[config.mk]
export PLATFORM = sky130hd
export DESIGN_NAME = sysclk_ctrl
export DESIGN_NICKNAME = d
export VERILOG_FILES = /design/src/rtl/sysclk_pkg.sv /design/src/rtl/sysclk_rst_sync.sv /design/src/rtl/sysclk_regs.sv /design/src/rtl/sysclk_div.sv /design/src/rtl/sysclk_ctrl.sv
export SDC_FILE = /design/constraint.sdc
export NUM_CORES = 1
export LEC_CHECK = 0
export ABC_AREA = 0
export CAP_MARGIN = 20
export CORE_MARGIN = 4
export CORE_UTILIZATION = 45
export DETAILED_ROUTE_END_ITERATION = 8
export PLACE_DENSITY = 0.75
export SKIP_CTS_REPAIR_TIMING = 1
export SYNTH_ARGS = -nofsm -noshare
export SYNTH_HDL_FRONTEND = slang
export SYNTH_SLANG_ARGS = --single-unit
[constraint.sdc]
create_clock -name clk -period 2.5 [get_ports clk]
set_input_delay 0.25 -clock clk [delete_from_list [all_inputs] [get_ports clk]]
set_output_delay 0.25 -clock clk [all_outputs]
set_load 0.02 [all_outputs]
[src/rtl/sysclk_pkg.sv]
package sysclk_pkg;
  localparam int ADDR_W = 2;
  localparam int DATA_W = 8;

  localparam logic [ADDR_W-1:0] A_CTLA = 2'd0;
  localparam logic [ADDR_W-1:0] A_CTLB = 2'd1;
  localparam logic [ADDR_W-1:0] A_LOCK = 2'd2;

  localparam logic [DATA_W-1:0] CTLA_RST = 8'h48;
  localparam logic [DATA_W-1:0] CTLB_RST = 8'h20;
  localparam logic [DATA_W-1:0] CTLB_KEEP = 8'hE1; // reserved bits 4:1 cleared

  // register A bit positions
  localparam int A_WGATE = 2;
  localparam int A_SDRV  = 3;
  localparam int A_SUBEN = 4;
  localparam int A_MSTOP = 5;
  localparam int A_DIV8  = 6;
  localparam int A_SRC   = 7;
  // register B bit positions
  localparam int B_STOP  = 0;
  localparam int B_MDRV  = 5;
endpackage

[src/rtl/sysclk_rst_sync.sv]
module sysclk_rst_sync #(
  parameter int STAGES = 2
) (
  input  logic clk,
  input  logic rst_n,
  output logic rst_n_sync
);
  logic [STAGES-1:0] sh_q;

  always_ff @(posedge clk or negedge rst_n) begin
    if (!rst_n) sh_q <= '0;
    else        sh_q <= {sh_q[STAGES-2:0], 1'b1};
  end

  assign rst_n_sync = sh_q[STAGES-1];
endmodule

[src/rtl/sysclk_regs.sv]
module sysclk_regs
  import sysclk_pkg::*;
(
  input  logic              clk,
  input  logic              rst_n,
  input  logic              wr_en,
  input  logic [ADDR_W-1:0] addr,
  input  logic [DATA_W-1:0] wr_data,
  input  logic              main_ready,
  input  logic              sub_ready,
  input  logic              wake,
  output logic [DATA_W-1:0] ctla,
  output logic [DATA_W-1:0] ctlb,
  output logic              lock_open,
  output logic              hold
);
  logic [DATA_W-1:0] ctla_n, ctlb_n;
  logic              lock_n, hold_n;
  logic              sub_ok, main_ok;

  assign sub_ok  = ctla[A_SUBEN] & sub_ready;
  assign main_ok = ~ctla[A_MSTOP] & main_ready;

  always_comb begin
    ctla_n = ctla;
    ctlb_n = ctlb;
    lock_n = lock_open;
    hold_n = hold;

    if (wr_en) begin
      unique case (addr)
        A_LOCK: lock_n = wr_data[0];
        A_CTLA: if (lock_open) begin
          ctla_n = wr_data;
          if (wr_data[A_SRC] && !ctla[A_SRC] && !sub_ok)  ctla_n[A_SRC] = 1'b0;
          if (!wr_data[A_SRC] && ctla[A_SRC] && !main_ok) ctla_n[A_SRC] = 1'b1;
        end
        A_CTLB: if (lock_open) begin
          ctlb_n = wr_data & CTLB_KEEP;
          if (wr_data[B_STOP] && !ctlb[B_STOP]) begin
            ctlb_n[B_MDRV] = 1'b1;
            ctla_n[A_DIV8] = 1'b1;
            ctla_n[A_SDRV] = 1'b1;
          end
        end
        default: ;
      endcase
    end

    if (hold && main_ready) hold_n = 1'b0;

    if (ctlb[B_STOP] && wake) begin
      ctlb_n[B_STOP] = 1'b0;
      hold_n         = 1'b1;
    end
  end

  always_ff @(posedge clk or negedge rst_n) begin
    if (!rst_n) begin
      ctla      <= CTLA_RST;
      ctlb      <= CTLB_RST;
      lock_open <= 1'b0;
      hold      <= 1'b0;
    end else begin
      ctla      <= ctla_n;
      ctlb      <= ctlb_n;
      lock_open <= lock_n;
      hold      <= hold_n;
    end
  end
endmodule

[src/rtl/sysclk_div.sv]
module sysclk_div #(
  parameter int CNT_W = 4
) (
  input  logic             clk,
  input  logic             rst_n,
  input  logic             clr,
  input  logic             tick,
  input  logic [CNT_W-1:0] last,
  output logic             ce
);
  logic [CNT_W-1:0] cnt_q, cnt_n;
  logic             at_end;

  assign at_end = (cnt_q >= last);
  assign ce     = tick & at_end & ~clr;

  always_comb begin
    cnt_n = cnt_q;
    if (clr)       cnt_n = '0;
    else if (tick) cnt_n = at_end ? '0 : cnt_q + 1'b1;
  end

  always_ff @(posedge clk or negedge rst_n) begin
    if (!rst_n) cnt_q <= '0;
    else        cnt_q <= cnt_n;
  end
endmodule

[src/rtl/sysclk_ctrl.sv]
module sysclk_ctrl
  import sysclk_pkg::*;
#(
  parameter int DIV_W      = 4,
  parameter int SYNC_STAGE = 2
) (
  input  logic              clk,
  input  logic              rst_n,
  input  logic              wr_en,
  input  logic [ADDR_W-1:0] addr,
  input  logic [DATA_W-1:0] wr_data,
  output logic [DATA_W-1:0] rd_data,
  input  logic              main_tick,
  input  logic              main_ready,
  input  logic              sub_tick,
  input  logic              sub_ready,
  input  logic              wake,
  input  logic              wait_mode,
  output logic              sys_ce,
  output logic              periph_run,
  output logic              f32_run,
  output logic [1:0]        clkout_mode,
  output logic              main_osc_stop,
  output logic              sub_osc_en,
  output logic              sub_drive_hi,
  output logic              main_drive_hi,
  output logic              stop_mode
);
  logic              rst_n_s;
  logic [DATA_W-1:0] ctla, ctlb;
  logic              lock_open, hold, run;
  logic              main_g, sub_g, src_tick, div_ce;
  logic [DIV_W-1:0]  div_last;

  sysclk_rst_sync #(.STAGES(SYNC_STAGE)) u_rst (
    .clk(clk), .rst_n(rst_n), .rst_n_sync(rst_n_s)
  );

  sysclk_regs u_regs (
    .clk(clk), .rst_n(rst_n_s), .wr_en(wr_en), .addr(addr), .wr_data(wr_data),
    .main_ready(main_ready), .sub_ready(sub_ready), .wake(wake),
    .ctla(ctla), .ctlb(ctlb), .lock_open(lock_open), .hold(hold)
  );

  always_comb begin
    if (ctla[A_SRC])       div_last = '0;
    else if (ctla[A_DIV8]) div_last = DIV_W'(7);
    else begin
      unique case (ctlb[7:6])
        2'b00: div_last = '0;
        2'b01: div_last = DIV_W'(1);
        2'b10: div_last = DIV_W'(3);
        default: div_last = DIV_W'(15);
      endcase
    end
  end

  assign main_g   = main_tick & ~ctla[A_MSTOP];
  assign sub_g    = sub_tick & ctla[A_SUBEN];
  assign src_tick = ctla[A_SRC] ? sub_g : main_g;
  assign run      = ~ctlb[B_STOP] & ~hold;

  sysclk_div #(.CNT_W(DIV_W)) u_div (
    .clk(clk), .rst_n(rst_n_s), .clr(~run), .tick(src_tick),
    .last(div_last), .ce(div_ce)
  );

  assign sys_ce        = run & div_ce;
  assign f32_run       = run;
  assign periph_run    = run & ~(wait_mode & ctla[A_WGATE]);
  assign clkout_mode   = ctla[1:0];
  assign main_osc_stop = ctla[A_MSTOP];
  assign sub_osc_en    = ctla[A_SUBEN];
  assign sub_drive_hi  = ctla[A_SDRV];
  assign main_drive_hi = ctlb[B_MDRV];
  assign stop_mode     = ctlb[B_STOP];

  always_comb begin
    unique case (addr)
      A_CTLA:  rd_data = ctla;
      A_CTLB:  rd_data = ctlb;
      A_LOCK:  rd_data = {{(DATA_W-1){1'b0}}, lock_open};
      default: rd_data = '0;
    endcase
  end
endmodule

==> summary.txt <==
Status
  – Outcome: finished, violations left
  – Violated checks: negative setup slack

GRT
  – Met2 Usage GRT: 27.91%
  – Number of global-route vias before repair: roughly 1,100
  – First-pass GRT wire length: 4.705 mm
  – Met1 Use GR: between 20% and 30%
  – Largest net degree at the start of global routing: 19
  – GRT Util Overall: about 18%
  – Initial antenna violation count: 0
  – GRT overflow: 0
  – Met3 usage: 3.947%
  – Global route hottest layer: met2

Power and ir drop
  – Lkg Pwr: approximately 0.77 nW
  – Maximum vdd ir drop: 801.9 uV
  – P per Cell Area: 944.7 nW/um^2
  – Total power draw: between 1.5 and 2 mW

Synth
  – Yosys warns: 0
  – Post-Synthesis Cells: 121
  – Register bit total from synthesis: 20
  – Post-Syn Area: 1144 sq um
  – Avg Cell Area, Syn: 9.451 sq um
  – Register area share after synthesis: 44.09%
  – Synth cell types: 34
  – Syn_nets: around 150

Cells and area
  – Footprint of the multi-input gates: 618.1 sq um
  – Cell area after layout: 1718 sq um
  – Final nets: about 200
  – Finished Core Util: between 60% and 70%
  – Commonest non-fill, non-tap cell in the layout: clkdlybuf4s50_1
  – # fillers: ~200
  – Most frequent cells in the layout: clkdlybuf4s50_1 (35), nand2_1 (25), dfrtp_1 (17)
  – Area grow syn2layout: 50.22%
  – Register area: slightly above 500 sq um
  – Share of cells above drive strength 1: 21.97%
  – Layout Cells excl Fill: approximately 200
  – N_diodes: 0

STA
  – Least-Margin Pin Slew: between 600 and 700 ps
  – Slew Limit Fails: 0
  – Crit path time final: 2519 ps
  – Sum Neg Setup Slack: -18.91 ps
  – Highest Clock Rate: ~400 MHz
  – Hold Vio Cnt, Final: 0
  – Worst Skew: 23.74 ps
  – Slew headroom: ~55%
  – Final Setup Violations: 1
  – Hold slack: 106.2 ps
  – Fin crit share: 100.8%
  – Final worst slack: -18.91 ps
  – RSZ-0062 raised after global routing: true

Clock network
  – CTS H-tree lvls: 1
  – Total CTS buffers: 3
  – Clk Latency, worst-skew pair: 310 ps
  – Clock root buffer master: clkbuf_4
  – Clock Path Buffers: 2
  – CTS tree: done
  – Clock slew at reported path FFs: around 130 ps
  – Sink Count: 20

Setup path
  – Worst Setup Start Kind: register
  – CP required: 2250 ps
  – CP arrival: 2270 ps
  – Crit path kind: reg -> out
  – Crit-path max FO: 5
  – Crit end category: primary output

Die
  – Die width: between 50 and 60 um
  – Number of placed I/O pins: 37
  – Die area: 3412 sq um
  – Row count: 18
  – Core Area: 2455 sq um
  – Initial cell density of the core: 46.59%
  – Vert. Die Dim: 58.41 um

Placement
  – Gpl congestion: between 0.9 and 1
  – Hpwl dp: roughly 2.2 mm
  – Post-DP Area: between 1500 and 2000 sq um
  – Placed cell count: 194
  – Pre-CTS setup slack: -108.0 ps
  – IO Port Bufs: 36

Drt
  – Wire per inst: 14.81 um
  – Post-route ant nets: 0
  – DR iter-0 viols: 61
  – DRT Pass-1 Iters: 4
  – Routed WL: 3.007 mm
  – Total number of vias: 1,093
  – # DRC: 0
  – Via density: 5.384

Min path
  – Hold Path Class: in -> async

Run
  – # Max-Cap Violations: 0
power by group:
group          switching [mW]  internal (mW)  leakage (nW)
registers              0.0911          0.427         0.248
logic                   0.402          0.440         0.495
clock network           0.100          0.162        0.0279
total                   0.594           1.03         0.771
flip-flops by register name, indices dropped and copies added, names as in the netlist:
| register | cells |
|---|---|
| u_regs.lock_open | 1 |
| u_regs.ctla | 8 |
| u_regs.hold | 1 |
| u_rst.sh_q | 2 |
| u_regs.ctlb | 4 |
| u_div.cnt_q | 4 |
area by class of cell:
type                    count  share of cell area, %
clock buffers               3                  1.311
clock inverters             1                  1.748
inverters                   6                  1.311
multi-input cells          91                  35.98
flip-flops and latches     20                  29.35
well taps                  30                  2.185
repair buffers             52                  28.11
synthesized netlist by cell type:
master	number	area (sq um)
buf_4	2	15.01
nand2b_1	2	12.51
a2111oi_4	1	27.53
or4b_2	1	10.01
a211oi_2	1	12.51
and2_2	1	7.510
a21oi_2	1	8.760
nor3_2	1	10.01
o21a_1	1	7.510
nand4b_1	1	8.760
nand3_1	4	20.02
nor4_1	1	6.260
mux2i_1	4	40.04
a21oi_1	7	35.03
dfrtp_1	17	425.4
conb_1	1	3.750
and2_1	5	31.28
o22ai_1	2	12.51
o22a_1	2	17.52
nor2_1	7	26.28
o21ai_0	5	25.02
ha_1	5	62.56
nand2_1	25	93.84
dfstp_2	3	78.83
inv_1	6	22.52
o21bai_1	2	15.01
o211ai_1	2	15.01
nor2b_1	2	12.51
a22o_2	1	10.01
a21o_1	1	7.510
mux2_2	3	33.78
buf_2	2	10.01
or3b_4	1	11.26
a211oi_1	1	7.510
per-layer routing:
layer  part of all wire (%)  wire length, um  up-vias
li1                       -                -      522
met1                     45             1346      522
met2                     47             1406       41
met3                    6.0              180        8
met4                    2.5               74        0
met5                      0                0        -
worst paths after layout:
kind / end / cells after the start / slack, ps / from
min in group clk: u_rst.sh_q[1]$_DFF_PN0_ / 0 / 370 / u_rst.sh_q[0]$_DFF_PN0_
worst min-delay path: u_rst.sh_q[1]$_DFF_PN0_ / 1 / 110 / rst_n
max in group asynchronous: u_div.cnt_q[2]$_DFFE_PN0P_ / 0 / 1780 / u_rst.sh_q[1]$_DFF_PN0_
worst max-delay path: sys_ce / 8 / -20 / u_regs.ctla[7]$_DFFE_PN0P_
worst max register to register: u_div.cnt_q[1]$_DFFE_PN0P_ / 11 / 270 / u_regs.ctla[7]$_DFFE_PN0P_
worst min register to register: u_regs.ctla[7]$_DFFE_PN0P_ / 0 / 260 / u_rst.sh_q[1]$_DFF_PN0_
worst max-delay path, stage by stage (launching register included):
cell,delay [ps]
dfrtp_1,430
buf_6,130
o21bai_1,160
buf_4,150
o21bai_1,170
ha_2,210
a2111oi_4,420
nor4_1,100
buf_2,170
cells by family after synthesis:
logic type | Yosys count | share of synthesized area (%)
multiplexers | 7 | 6.455
other | 1 | 0.3279
buffers and inverters | 10 | 4.157
flip-flops | 20 | 44.09
adder cells (fa/ha/maj) | 5 | 5.470
AO/OA/AOI/OAI | 27 | 17.61
AND/OR/NAND/NOR | 51 | 21.88
(Power assumes the default switching activity.)
